[config.mk]
export PLATFORM = sky130hd
export DESIGN_NAME = key_matrix_sampler
export DESIGN_NICKNAME = d
export VERILOG_FILES = /design/src/rtl/ksm_pkg.sv /design/src/rtl/ksm_scan_ctrl.sv /design/src/rtl/ksm_key_store.sv /design/src/rtl/ksm_read_port.sv /design/src/rtl/key_matrix_sampler.sv
export SDC_FILE = /design/constraint.sdc
export NUM_CORES = 1
export LEC_CHECK = 0
export BUFFER_PORTS_ARGS = -buffer_cell sky130_fd_sc_hd__buf_2
export CAP_MARGIN = 10
export CORE_MARGIN = 4
export CORE_UTILIZATION = 50
export CTS_CLUSTER_SIZE = 30
export DETAILED_ROUTE_END_ITERATION = 16
export GPL_TIMING_DRIVEN = 1
export PLACE_DENSITY = 0.73
export SETUP_SLACK_MARGIN = 0.05
export SLEW_MARGIN = 20
export SYNTH_ARGS = -nofsm -noshare
export SYNTH_HDL_FRONTEND = slang
export SYNTH_SLANG_ARGS = --single-unit
[constraint.sdc]
create_clock -name clk -period 3.3 [get_ports clk]
set_input_delay 0.495 -clock clk [delete_from_list [all_inputs] [get_ports clk]]
set_output_delay 0.495 -clock clk [all_outputs]
set_load 0.01 [all_outputs]
[src/rtl/ksm_pkg.sv]
package ksm_pkg;
    typedef enum logic {
        SC_IDLE = 1'b0,
        SC_KEY  = 1'b1
    } scan_st_e;

    localparam int KEY_BYTE_W = 8;
    localparam int KEY_RET_N  = 2;
endpackage

[src/rtl/ksm_scan_ctrl.sv]
module ksm_scan_ctrl
    import ksm_pkg::*;
#(
    parameter int N_SRC      = 10,
    parameter int SETTLE_CYC = 2,
    localparam int LINE_W    = $clog2(N_SRC),
    localparam int CNT_W     = (SETTLE_CYC > 1) ? $clog2(SETTLE_CYC) : 1
) (
    input  logic              clk,
    input  logic              rst_n,
    input  logic              cycle_end,
    output logic              busy,
    output logic [LINE_W-1:0] line,
    output logic              sample,
    output logic              last
);
    typedef struct packed {
        scan_st_e          st;
        logic [LINE_W-1:0] line;
        logic [CNT_W-1:0]  cnt;
    } ctl_t;

    ctl_t ctl_d, ctl_q;

    always_comb begin
        ctl_d  = ctl_q;
        sample = (ctl_q.st == SC_KEY) && (ctl_q.cnt == CNT_W'(SETTLE_CYC - 1));
        last   = sample && (ctl_q.line == LINE_W'(N_SRC - 1));
        if (ctl_q.st == SC_IDLE) begin
            if (cycle_end) begin
                ctl_d.st   = SC_KEY;
                ctl_d.line = '0;
                ctl_d.cnt  = '0;
            end
        end else if (sample) begin
            ctl_d.cnt = '0;
            if (last) begin
                ctl_d.st = SC_IDLE;
            end else begin
                ctl_d.line = ctl_q.line + 1'b1;
            end
        end else begin
            ctl_d.cnt = ctl_q.cnt + 1'b1;
        end
    end

    always_ff @(posedge clk or negedge rst_n) begin
        if (!rst_n) begin
            ctl_q <= '{st: SC_IDLE, line: '0, cnt: '0};
        end else begin
            ctl_q <= ctl_d;
        end
    end

    assign busy = (ctl_q.st == SC_KEY);
    assign line = ctl_q.line;

    AST_LINE_HOLD: assert property (@(posedge clk) disable iff (!rst_n)
        (busy && !sample) |=> $stable(line));
    AST_LINE_RANGE: assert property (@(posedge clk) disable iff (!rst_n)
        busy |-> (int'(line) < N_SRC));
    AST_PHASE_KEEPS: assert property (@(posedge clk) disable iff (!rst_n)
        (busy && !last) |=> busy);
endmodule

[src/rtl/ksm_key_store.sv]
module ksm_key_store
    import ksm_pkg::*;
#(
    parameter int N_SRC    = 10,
    localparam int LINE_W  = $clog2(N_SRC),
    localparam int KEY_W   = N_SRC * KEY_RET_N
) (
    input  logic                 clk,
    input  logic                 rst_n,
    input  logic                 sample,
    input  logic                 last,
    input  logic [LINE_W-1:0]    line,
    input  logic [KEY_RET_N-1:0] k_in,
    output logic [KEY_W-1:0]     keys
);
    typedef struct packed {
        logic [KEY_W-1:0] stage;
        logic [KEY_W-1:0] keys;
    } store_t;

    store_t st_d, st_q;

    always_comb begin
        st_d = st_q;
        if (sample) begin
            st_d.stage[KEY_RET_N*int'(line) +: KEY_RET_N] = k_in;
        end
        if (last) begin
            st_d.keys = st_d.stage;
        end
    end

    always_ff @(posedge clk or negedge rst_n) begin
        if (!rst_n) begin
            st_q <= '0;
        end else begin
            st_q <= st_d;
        end
    end

    assign keys = st_q.keys;

    AST_BUF_HOLD: assert property (@(posedge clk) disable iff (!rst_n)
        !last |=> $stable(keys));
    AST_BUF_LAST: assert property (@(posedge clk) disable iff (!rst_n)
        last |=> (keys[KEY_W-1 -: KEY_RET_N] == $past(k_in)));
endmodule

[src/rtl/ksm_read_port.sv]
module ksm_read_port
    import ksm_pkg::*;
#(
    parameter int N_SRC     = 10,
    localparam int KEY_W    = N_SRC * KEY_RET_N,
    localparam int N_BYTES  = N_SRC / 2,
    localparam int PTR_W    = $clog2(N_BYTES)
) (
    input  logic                  clk,
    input  logic                  rst_n,
    input  logic [KEY_W-1:0]      keys,
    input  logic                  rd_start,
    input  logic                  rd_next,
    output logic [KEY_BYTE_W-1:0] rd_byte,
    output logic [PTR_W-1:0]      rd_ptr
);
    typedef struct packed {
        logic [KEY_W-1:0] snap;
        logic [PTR_W-1:0] ptr;
    } rd_t;

    rd_t rd_d, rd_q;
    logic [KEY_BYTE_W-1:0] packed_b [N_BYTES];

    for (genvar j = 0; j < N_BYTES; j++) begin : g_pack
        localparam int ODD  = 4 * j;
        localparam int EVEN = 4 * j + 2;
        assign packed_b[j] = {3'b000,
                              rd_q.snap[EVEN+1], rd_q.snap[EVEN],
                              1'b0,
                              rd_q.snap[ODD+1],  rd_q.snap[ODD]};
    end

    always_comb begin
        rd_d = rd_q;
        if (rd_start) begin
            rd_d.snap = keys;
            rd_d.ptr  = '0;
        end else if (rd_next) begin
            rd_d.ptr = (rd_q.ptr == PTR_W'(N_BYTES - 1)) ? '0 : rd_q.ptr + 1'b1;
        end
    end

    always_ff @(posedge clk or negedge rst_n) begin
        if (!rst_n) begin
            rd_q <= '0;
        end else begin
            rd_q <= rd_d;
        end
    end

    assign rd_ptr  = rd_q.ptr;
    assign rd_byte = packed_b[rd_q.ptr];

    AST_DC_ZERO: assert property (@(posedge clk) disable iff (!rst_n)
        (rd_byte & 8'hE4) == 8'h00);
    AST_PTR_RANGE: assert property (@(posedge clk) disable iff (!rst_n)
        int'(rd_ptr) < N_BYTES);
    AST_PTR_WRAP: assert property (@(posedge clk) disable iff (!rst_n)
        (rd_next && !rd_start && rd_ptr == PTR_W'(N_BYTES - 1)) |=> (rd_ptr == '0));
    AST_START_CLEARS: assert property (@(posedge clk) disable iff (!rst_n)
        rd_start |=> (rd_ptr == '0));
    AST_SNAP_HOLD: assert property (@(posedge clk) disable iff (!rst_n)
        (!rd_start && !rd_next) |=> $stable(rd_byte));
endmodule

[src/rtl/key_matrix_sampler.sv]
module key_matrix_sampler
    import ksm_pkg::*;
#(
    parameter int N_SRC      = 10,
    parameter int SETTLE_CYC = 2,
    localparam int LINE_W    = $clog2(N_SRC),
    localparam int KEY_W     = N_SRC * KEY_RET_N,
    localparam int PTR_W     = $clog2(N_SRC / 2)
) (
    input  logic                  clk,
    input  logic                  rst_n,
    input  logic                  disp_on,
    input  logic [N_SRC-1:0]      seg_in,
    input  logic                  cycle_end,
    input  logic [KEY_RET_N-1:0]  k_in,
    input  logic                  rd_start,
    input  logic                  rd_next,
    output logic [N_SRC-1:0]      seg_out,
    output logic [KEY_BYTE_W-1:0] rd_byte,
    output logic [PTR_W-1:0]      rd_ptr
);
    logic              busy;
    logic              sample;
    logic              last;
    logic [LINE_W-1:0] line;
    logic [KEY_W-1:0]  keys;
    logic [N_SRC-1:0]  src_hot;

    ksm_scan_ctrl #(.N_SRC(N_SRC), .SETTLE_CYC(SETTLE_CYC)) u_ctrl (
        .clk(clk), .rst_n(rst_n), .cycle_end(cycle_end),
        .busy(busy), .line(line), .sample(sample), .last(last)
    );

    ksm_key_store #(.N_SRC(N_SRC)) u_store (
        .clk(clk), .rst_n(rst_n), .sample(sample), .last(last),
        .line(line), .k_in(k_in), .keys(keys)
    );

    ksm_read_port #(.N_SRC(N_SRC)) u_read (
        .clk(clk), .rst_n(rst_n), .keys(keys), .rd_start(rd_start),
        .rd_next(rd_next), .rd_byte(rd_byte), .rd_ptr(rd_ptr)
    );

    always_comb begin
        src_hot = '0;
        for (int i = 0; i < N_SRC; i++) begin
            src_hot[i] = (LINE_W'(i) == line);
        end
    end

    always_comb begin
        if (busy) begin
            seg_out = src_hot;
        end else if (disp_on) begin
            seg_out = seg_in;
        end else begin
            seg_out = '0;
        end
    end

    AST_ONE_SRC: assert property (@(posedge clk) disable iff (!rst_n)
        busy |-> ($countones(seg_out) == 1));
    AST_DARK_IDLE: assert property (@(posedge clk) disable iff (!rst_n)
        (!busy && !disp_on) |-> (seg_out == '0));
endmodule

==> flow_metrics.py, run 1 <==
metrics = {
    "finish": {
        "n_fill_cell": 538,
        "multi_input_area_mm2": 0.00152,
        "drive_gt1_frac": 0.390,
        "syn2layout_area_growth_pct": 12.0,
        "antenna_cells": 0,
        "nets": 331,
        "regArea_mm2": 0.00173,
        "fin_util": 0.586,
    },
    "grt": {
        "grt_pass1_wl_mm": 11.1,
        "grt_overflow": 0,
        "track_usage": 0.173,
        "antenna_found_initial": 0,
        "grt_max_degree": 37,
        "first_global_vias": 2173,
    },
    "detailed_routing": {
        "ant_nets": 0,
        "wire_per_inst_um": 17.0,
        "vias_per_cell": 5.60,
        "drc": 0,
        "via_count": 2156,
        "first_iter_violations": 75,
        "wl_mm": 6.54,
        "drt_first_pass_iters": 4,
    },
    "logic_synthesis": {
        "synth_seq_area_share": 0.511,
        "synth_async_sr_flop_share": 1.00,
        "synth_top_area_cell": "dfrtp_1",
        "synth_top_area_frac": 0.511,
        "synth_edf_count": 0,
        "synthCells": 268,
        "avgSynthCellArea_um2": 12.6,
        "syn_area_mm2": 0.00338,
        "yosysUniqueCellTypes": 41,
        "ys_warn_count": 0,
        "synth_area_leaders": "dfrtp_1 (51%), mux2_2 (16%), ha_1 (3.7%)",
        "ys.flop_type": "dfrtp_1",
        "ys_seq_elements": 69,
    },
    "power_and_ir_drop": {
        "ir_drop_mv": 0.353,
        "powerDensity_mw_per_mm2": 856,
        "p_leak_nw": 1.89,
    },
    "sta": {
        "rsz0062_at_grt": "no",
        "relSlewSlack": 0.464,
        "skew_ps": 13.7,
        "finalSetupViolCount": 0,
        "period_needed_ps": 2690,
        "fmax_mhz": 372,
        "hold_viol_final": 0,
        "setup_tns_ps": 0,
        "drv_slew": 0,
        "worstMarginPinSlew_ps": 804,
        "fin_crit_sh": 0.814,
    },
    "place": {
        "post-dp-hpwl_mm": 4.81,
        "numPortBuffers": 34,
        "routabilityCongestion": 0.866,
    },
    "worst_setup_path": {
        "crit_type": "reg -> out",
        "cp_max_fo": 13,
        "r2r-start": "u_ctrl.line[0]$_DFFE_PN0P_",
        "r2r-end": "u_store.keys[19]$_DFFE_PN0P_",
        "crit_path_end_kind": "primary output",
        "critPathLaunch": "u_ctrl.line[0]$_DFFE_PN0P_",
        "worstPathArrival_ps": 2190,
        "endpoint": "seg_out[8]",
        "worstRegToRegCells": 6,
        "required_ps": 2800,
        "startpoint_type": "register",
        "r2r_slack_ps": 760,
    },
    "floorplanning": {
        "die_x_um": 90.2,
        "core-area_mm2": 0.00646,
        "num_rows": 29,
        "die_area_mm2": 0.00814,
        "start_util": 0.523,
        "num_io_pins": 39,
        "die_h_um": 90.2,
    },
    "clock_tree": {
        "cts_tree": "yes",
        "cts_inserted_buffers": 9,
        "cts_root_buffer": "clkbuf_8",
        "clock-sinks": 69,
        "clkLatencyLatePin_ps": 360,
        "postCtsHoldBufs": 0,
        "htreeDepth": 3,
        "post_cts_resize_count": 0,
        "clkTransAtPathRegs_ps": 90,
        "cts_setup_buffers": 0,
        "clockBufferDepth": 2,
    },
    "worst_hold_path": {
        "min-delay-path-class": "in -> async",
    },
    "status": {
        "status": "finished, final reports clean",
    },
    "flow_run": {
        "drv_cap": 0,
    },
}
-- flip-flops by register name, summed over array words and instances, names as in the netlist --
name             count
u_store.keys        20
u_ctrl.ctl_q         1
u_ctrl.line          4
u_store.st_q        20
u_ctrl.busy          1
u_read.packed_b     20
u_read.rd_ptr        3
-- worst max-delay path, stage by stage (launching register included) --
cell and delay (ps):
dfrtp_1 600, inv_1 210, ha_1 340, and3b_1 270
a22o_2 280, buf_2 130
-- Yosys cell counts, drive strengths merged (3+ instances only) --
master and count:
nor3 4, inv 10, mux2 57, nand3 10
clkbuf 7, nor2 12, o21ai 11, o22ai 3
a32o 8, o211a 3, nand2 12, ha 10
and3 8, nor2b 4, buf 10, dfrtp 69
mux4 4
-- layout by cell type (no fill, tap or decap), types with 8 or more instances in the layout --
cell type  netlist  routed
buf_2            2      34
ha_1            10      10
o21ai_0         11      11
nand2_1         12      12
mux2_2          49      49
a32o_1           8       8
nor2_1          11      11
nand3_1         10      10
inv_1           10      10
mux2_4           8       8
and3_1           8       8
dfrtp_1         69      69
clkbuf_8         0       9
-- worst min path at each step --
stage | to | start | cells after the start
3_5_place_dp | u_store.st_q[27]$_DFF_PN0_ | u_store.st_q[27]$_DFF_PN0_ | 1
2_1_floorplan | u_ctrl.busy$_DFF_PN0_ | rst_n | 0
4_1_cts | u_store.keys[12]$_DFFE_PN0P_ | rst_n | 1
3_3_place_gp | u_store.st_q[21]$_DFF_PN0_ | u_store.st_q[21]$_DFF_PN0_ | 1
5_1_grt | u_store.keys[14]$_DFFE_PN0P_ | rst_n | 1
6_report | u_store.keys[14]$_DFFE_PN0P_ | rst_n | 1
-- metrics by stage --
stage	area [um2]	cells	setup WS (ps)	hold WS [ps]	power, W
6_report	3780	385	613	229	0.00324
5_1_grt	3780	385	460	285	0.00346
4_1_cts	3780	385	591	240	0.00326
3_5_place_dp	3580	369	740	483	0.00257
3_3_place_gp	3580	369	894	475	0.00251
2_1_floorplan	3390	271	1090	199	0.00224
-- metal layers --
layer  vias to the layer above  wire length, um  track usage
li1                       1026                -            -
met1                      1063             3050        0.231
met2                        54             3030        0.263
met3                        13              322       0.0559
met4                         0              137       0.0714
met5                         -                0            0
-- kinds of logic after synthesis --
group / synth area share
multiplexers: 0.231
flip-flops: 0.511
other: 0.00111
XOR/XNOR: 0.00778
AND/OR/NAND/NOR: 0.0952
buffers and inverters: 0.0411
adder cells (fa/ha/maj): 0.0370
AO/OA/AOI/OAI: 0.0752
-- layout make-up --
type	instances	share of cell area
inverters	10	0.00992
flip-flops and latches	69	0.456
clock inverters	7	0.0202
repair buffers	38	0.0529
multi-input cells	175	0.403
clock buffers	9	0.0327
well taps	77	0.0255
-- where the power goes --
group	switching, W	internal, W
logic	0.000567	0.000581
registers	0.000244	0.00116
clock network	0.000339	0.000351
Note: power is estimated with default switching activity, not from simulation.
==> run 2, diff against run 1 <==
--- a/config.mk
+++ b/config.mk
@@ -5,6 +5,7 @@
 export SDC_FILE = /design/constraint.sdc
 export NUM_CORES = 1
 export LEC_CHECK = 0
+export ABC_AREA = 1
 export BUFFER_PORTS_ARGS = -buffer_cell sky130_fd_sc_hd__buf_2
 export CAP_MARGIN = 10
 export CORE_MARGIN = 4
@@ -12,7 +13,7 @@
 export CTS_CLUSTER_SIZE = 30
 export DETAILED_ROUTE_END_ITERATION = 16
 export GPL_TIMING_DRIVEN = 1
-export PLACE_DENSITY = 0.73
+export PLACE_DENSITY = 0.75
 export SETUP_SLACK_MARGIN = 0.05
 export SLEW_MARGIN = 20
 export SYNTH_ARGS = -nofsm -noshare
==> constraint.sdc (replaced) <==
create_clock -name clk -period 2.3 [get_ports clk]
set_input_delay 0.345 -clock clk [delete_from_list [all_inputs] [get_ports clk]]
set_output_delay 0.345 -clock clk [all_outputs]
set_load 0.01 [all_outputs]
==> run 2 against run 1 <==
Against the previous run: clock power grew 47%; sequential power grew 35%; clock-buffer cell count grew 4; total power grew 52%; die area grew 4.1%; wire length grew 12%; cell area grew 5.1%; non-clock buffer count grew 2; clock skew shrank 8.5 ps; utilization shrank 0.38 points; critical path depth is the same; critical path type unchanged; critical endpoint unchanged; largest cell class unchanged; highest routed layer unchanged.
==> flow_metrics.py, run 2 <==
metrics = {
    "place": {
        "post-dp-hpwl_mm": 5.32,
        "numPortBuffers": 34,
        "routabilityCongestion": 0.865,
        "placed_area_mm2": 0.00377,
    },
    "logic_synthesis": {
        "ys.flop_type": "dfrtp_1",
        "synth_edf_count": 0,
        "synth_seq_area_share": 0.489,
        "yosysMostFrequentCell": "nand2_1",
        "synth_area_leaders": "dfrtp_1 (49%), nand2_1 (15%), nand3_1 (6.8%)",
        "synth_async_sr_flop_share": 1.00,
        "synthCells": 437,
        "synth_top_area_cell": "dfrtp_1",
        "avgSynthCellArea_um2": 8.07,
        "yosysUniqueCellTypes": 29,
        "synth_top_area_frac": 0.489,
        "ys_warn_count": 0,
        "syn_area_mm2": 0.00353,
        "synth_common_cells": "nand2_1 (137), dfrtp_1 (69), nand3_1 (48)",
        "ys_seq_elements": 69,
    },
    "finish": {
        "antenna_cells": 0,
        "fin_util": 0.582,
        "n_fill_cell": 641,
        "mostFrequentLayoutCells": "nand2_1 (137), dfrtp_1 (69), nand3_1 (48), inv_1 (40), o21ai_0 (36)",
        "regArea_mm2": 0.00173,
        "stdcell_area_mm2": 0.00398,
        "final_common_cell": "nand2_1",
        "syn2layout_area_growth_pct": 12.7,
        "drive_gt1_frac": 0.170,
        "nets": 499,
        "multi_input_area_mm2": 0.00152,
    },
    "power_and_ir_drop": {
        "ir_drop_mv": 0.696,
        "p_sw_frac": 0.403,
        "p_leak_nw": 2.04,
        "power.switching_w": 0.00198,
        "intPower_w": 0.00293,
        "p_comb_frac": 0.409,
        "powerDensity_mw_per_mm2": 1230,
        "pwr-share-seq": 0.386,
        "clockPowerShare": 0.205,
    },
    "clock_tree": {
        "clock-sinks": 69,
        "clockBufferDepth": 2,
        "cts_setup_buffers": 0,
        "clkTransAtPathRegs_ps": 70,
        "cts_tree": "yes",
        "htreeDepth": 3,
        "cts_inserted_buffers": 9,
        "clkLatencyLatePin_ps": 340,
        "cts_root_buffer": "clkbuf_8",
    },
    "sta": {
        "rsz0062_at_grt": "no",
        "hold_viol_final": 0,
        "whs_ps": 3.01,
        "finalSetupViolCount": 0,
        "fin_crit_sh": 0.904,
        "skew_ps": 5.23,
        "setup_tns_ps": 0,
        "fmax_mhz": 481,
        "period_needed_ps": 2080,
        "drv_slew": 0,
    },
    "floorplanning": {
        "die_area_mm2": 0.00846,
        "num_io_pins": 39,
        "die_h_um": 92.0,
        "start_util": 0.516,
        "core-area_mm2": 0.00683,
        "num_rows": 30,
        "die_x_um": 92.0,
    },
    "detailed_routing": {
        "wire_per_inst_um": 12.8,
        "drt_first_pass_iters": 4,
        "wl_mm": 7.31,
        "via_count": 2887,
        "drc": 0,
        "first_iter_violations": 101,
        "ant_nets": 0,
        "vias_per_cell": 5.05,
    },
    "grt": {
        "grt_overflow": 0,
        "first_global_vias": 2856,
        "track_usage": 0.189,
        "grt_pass1_wl_mm": 12.7,
        "antenna_found_initial": 0,
        "grt_max_degree": 70,
    },
    "worst_setup_path": {
        "crit_path_end_kind": "primary output",
        "worstPathArrival_ps": 1730,
        "critPathLaunch": "u_ctrl.line[1]$_DFFE_PN0P_",
        "worstRegToRegCells": 7,
        "endpoint": "seg_out[8]",
        "r2r-start": "u_ctrl.line[1]$_DFFE_PN0P_",
        "cp_max_fo": 9,
        "r2r-end": "u_store.st_q[36]$_DFF_PN0_",
        "required_ps": 1960,
        "crit_type": "reg -> out",
        "r2r_slack_ps": 420,
        "startpoint_type": "register",
    },
    "worst_hold_path": {
        "min-delay-path-class": "in -> async",
    },
    "status": {
        "status": "finished, final reports clean",
    },
    "flow_run": {
        "drv_cap": 0,
    },
}
[run 2: cell count changes after synthesis, sizes merged, moves of 6 or more]
cell | previous run | this run
inv | 10 | 48
nand2 | 12 | 143
a21oi | 2 | 8
and3 | 8 | 0
a32o | 8 | 0
and2 | 1 | 13
mux2 | 57 | 0
o21ai | 11 | 46
nand4 | 2 | 11
nand3 | 10 | 49
[run 2: layout make-up]
| type | instances | area share |
|---|---|---|
| inverters | 49 | 0.0462 |
| multi-input cells | 302 | 0.381 |
| clock inverters | 3 | 0.0110 |
| well taps | 96 | 0.0302 |
| clock buffers | 13 | 0.0399 |
| repair buffers | 40 | 0.0573 |
| flip-flops and latches | 69 | 0.434 |
[run 2: metrics by stage]
step                std cells  total power [W]  worst slack (ps)
finish                    572          0.00491               222
global route              572          0.00533              85.5
CTS                       572          0.00493               157
detailed placement        556          0.00391               399
global placement          556          0.00384               511
floorplan                 440          0.00340               456
[run 2: worst min-delay path by stage]
stage | from | slack, ps | to | cells after the start
2_1_floorplan | rst_n | 50 | u_ctrl.busy$_DFF_PN0_ | 0
3_3_place_gp | rst_n | 400 | u_store.st_q[33]$_DFF_PN0_ | 2
3_5_place_dp | rst_n | 400 | u_store.keys[4]$_DFFE_PN0P_ | 2
4_1_cts | rst_n | 20 | u_read.packed_b[25]$_DFFE_PN0P_ | 2
5_1_grt | rst_n | 30 | u_store.st_q[33]$_DFF_PN0_ | 2
6_report | rst_n | 3 | u_store.st_q[32]$_DFF_PN0_ | 2
[run 2: power groups by stage]
stage	clock network [W]	logic, W	registers, W
after floorplan	0	0.00155	0.00184
after global placement	0	0.00194	0.00190
after detailed placement	0	0.00200	0.00191
after CTS	0.00103	0.00201	0.00189
after global routing	0.00108	0.00231	0.00195
final	0.00101	0.00201	0.00189
[run 2: logic make-up (layout without fill, tap and decap cells)]
group           after synthesis  after routing  synth area share
simple gates                231            231             0.300
compound gates               55             55            0.0840
flops                        69             69             0.489
fa+ha+maj                    10             10            0.0355
buf+inv                      69            105            0.0847
xor+xnor                      2              2           0.00497
other cells                   1              4           0.00106
[run 2: worst max-delay path: stages (launching register included)]
cell and delay, ps:
dfrtp_1 490, inv_1 170, ha_2 260, nand2_1 100, o31ai_1 200, buf_2 170
[run 2: per-layer routing]
metal  vias to the layer above  GRT usage  part of all wire  wire length (um)
met5                         -          0                 0                 0
met4                         0     0.0705             0.016               119
met3                        10     0.0427             0.031               230
met2                        34      0.302              0.48              3510
met1                      1387      0.250              0.47              3460
li1                       1456          -                 -                 -
[run 2: repair_timing]
action	CTS	global route
gates resized for setup	0	1
endpoints found under the setup margin	0	1
hold buffers	0	0
==> run 3, diff against run 2 <==
--- a/config.mk
+++ b/config.mk
@@ -8,6 +8,7 @@
 export ABC_AREA = 1
 export BUFFER_PORTS_ARGS = -buffer_cell sky130_fd_sc_hd__buf_2
 export CAP_MARGIN = 10
+export CORE_ASPECT_RATIO = 1.1
 export CORE_MARGIN = 4
 export CORE_UTILIZATION = 50
 export CTS_CLUSTER_SIZE = 30
==> run 3 against run 2 <==
Against the previous run: total power shrank 0.61%; combinational power is essentially flat; utilization grew 0.55 points; fmax shrank 1.3%; critical path depth is the same; largest cell class unchanged; highest routed layer unchanged.
==> flow_metrics.py, run 3 (same netlist as run 2, synthesis figures left out) <==
metrics = {
    "worst_setup_path": {
        "r2r_slack_ps": 430,
        "startpoint_type": "register",
        "required_ps": 1960,
        "critPathTopFamily": "flip-flops",
        "crit_type": "reg -> out",
        "crit_path_end_kind": "primary output",
        "worstPathArrival_ps": 1760,
        "cp_max_fo": 9,
        "critical_path.max_stage_delay_ps": 490,
        "r2r-start": "u_ctrl.line[1]$_DFFE_PN0P_",
        "worstRegToRegCells": 10,
        "cp_cell_sequence": "inv_1 > ha_2 > nand2_1 > o31ai_1 > buf_2",
        "crit_buf_inv": 2,
        "slowest_stage": "dfrtp_1",
        "r2r-end": "u_store.keys[1]$_DFFE_PN0P_",
    },
    "power_and_ir_drop": {
        "powerDensity_mw_per_mm2": 1240,
        "ir_drop_mv": 0.589,
        "p_leak_nw": 2.03,
    },
    "floorplanning": {
        "core-area_mm2": 0.00671,
        "die_h_um": 96.1,
        "die_area_mm2": 0.00847,
        "num_io_pins": 39,
        "num_rows": 31,
        "start_util": 0.526,
        "die_x_um": 88.1,
    },
    "place": {
        "dp.cells": 541,
        "routabilityCongestion": 0.901,
        "numPortBuffers": 34,
        "dpl_worst_slack_ps": 397,
        "post-dp-hpwl_mm": 5.40,
    },
    "sta": {
        "period_needed_ps": 2100,
        "fin_crit_sh": 0.915,
        "rsz0062_at_grt": "no",
        "fmax_mhz": 475,
        "finalWorstSetupSlack_ps": 195,
        "drv_slew": 0,
        "hold_viol_final": 0,
        "skew_ps": 4.67,
        "setup_tns_ps": 0,
        "finalSetupViolCount": 0,
    },
    "detailed_routing": {
        "wire_per_inst_um": 13.4,
        "vias_per_cell": 5.19,
        "via_count": 2890,
        "first_iter_violations": 154,
        "drt_first_pass_iters": 4,
        "drc": 0,
        "ant_nets": 0,
        "wl_mm": 7.45,
    },
    "grt": {
        "track_usage": 0.200,
        "antenna_found_initial": 0,
        "grt_overflow": 0,
        "grt_max_degree": 70,
        "grt_pass1_wl_mm": 13.2,
        "first_global_vias": 2891,
    },
    "flow_run": {
        "drv_cap": 0,
    },
    "clock_tree": {
        "cts_setup_buffers": 0,
        "postCtsHoldBufs": 0,
        "clockBufferDepth": 2,
        "clkLatencyLatePin_ps": 340,
        "cts_inserted_buffers": 9,
        "cts_root_buffer": "clkbuf_8",
        "cts_tree": "yes",
        "htreeDepth": 3,
        "post_cts_resize_count": 0,
        "clock-sinks": 69,
        "clkTransAtPathRegs_ps": 70,
    },
    "finish": {
        "drive_gt1_frac": 0.171,
        "nets": 498,
        "syn2layout_area_growth_pct": 11.8,
        "finalNonFillerCells": 557,
        "antenna_cells": 0,
        "final_common_cell": "nand2_1",
        "fin_util": 0.588,
        "mostFrequentLayoutCells": "nand2_1 (137), dfrtp_1 (68), nand3_1 (48), inv_1 (40), o21ai_0 (36)",
    },
    "status": {
        "status": "finished, final reports clean",
    },
    "worst_hold_path": {
        "min-delay-path-class": "in -> async",
    },
}
==> run 3: cell count changes in the layout (fill, tap and decap cells not counted) <==
cell,delta
clkinv_4,-1
clkinv_2,+1
clkbuf_8,-1
clkinvlp_4,+1
buf_4,-1
dfrtp_2,+1
dfrtp_1,-1
==> run 3: worst register-to-register path, delay by kind of cell (launching register included) <==
kind	cells	cell delay, ps
simple gates	6	560
flops	1	520
fa+ha+maj	1	330
buf+inv	2	300
compound gates	1	70
==> run 3: worst max path at each step <==
stage	start	endpoint	slack (ps)	cells after the start
2_1_floorplan	u_ctrl.line[0]$_DFFE_PN0P_	u_store.st_q[28]$_DFF_PN0_	460	8
6_report	u_ctrl.line[1]$_DFFE_PN0P_	seg_out[8]	200	5
3_5_place_dp	u_ctrl.line[1]$_DFFE_PN0P_	u_store.st_q[36]$_DFF_PN0_	400	7
5_1_grt	u_ctrl.line[1]$_DFFE_PN0P_	seg_out[8]	70	5
3_3_place_gp	u_ctrl.line[1]$_DFFE_PN0P_	u_store.keys[1]$_DFFE_PN0P_	510	10
4_1_cts	u_ctrl.line[1]$_DFFE_PN0P_	seg_out[8]	130	5
==> run 3: stage by stage <==
stage                     hold WS [ps]  total power [W]  area, um2
after CTS                         24.0          0.00491       3940
after global routing              21.8          0.00532       3940
after floorplan                   49.4          0.00340       3540
final                             11.6          0.00488       3940
after global placement             394          0.00383       3750
after detailed placement           397          0.00391       3750
==> run 3: area by class of cell <==
cell class              instances  area [um2]
clock buffers                  12         145
clock inverters                 4        47.5
fillers                       622        2770
inverters                      49         184
multi-input cells             302        1520
flip-flops and latches         69        1730
well taps                      82         103
repair buffers                 39         220
==> run 3: power breakdown <==
part	switching [W]	internal [W]
clock network	0.000449	0.000528
registers	0.000236	0.00166
logic	0.00130	0.000714
total	0.00198	0.00290
==> run 3: routing by layer <==
layer | wire (um) | track usage
met1 | 3340 | 0.252
met2 | 3550 | 0.326
met3 | 343 | 0.0462
met4 | 216 | 0.0970
met5 | 0 | 0
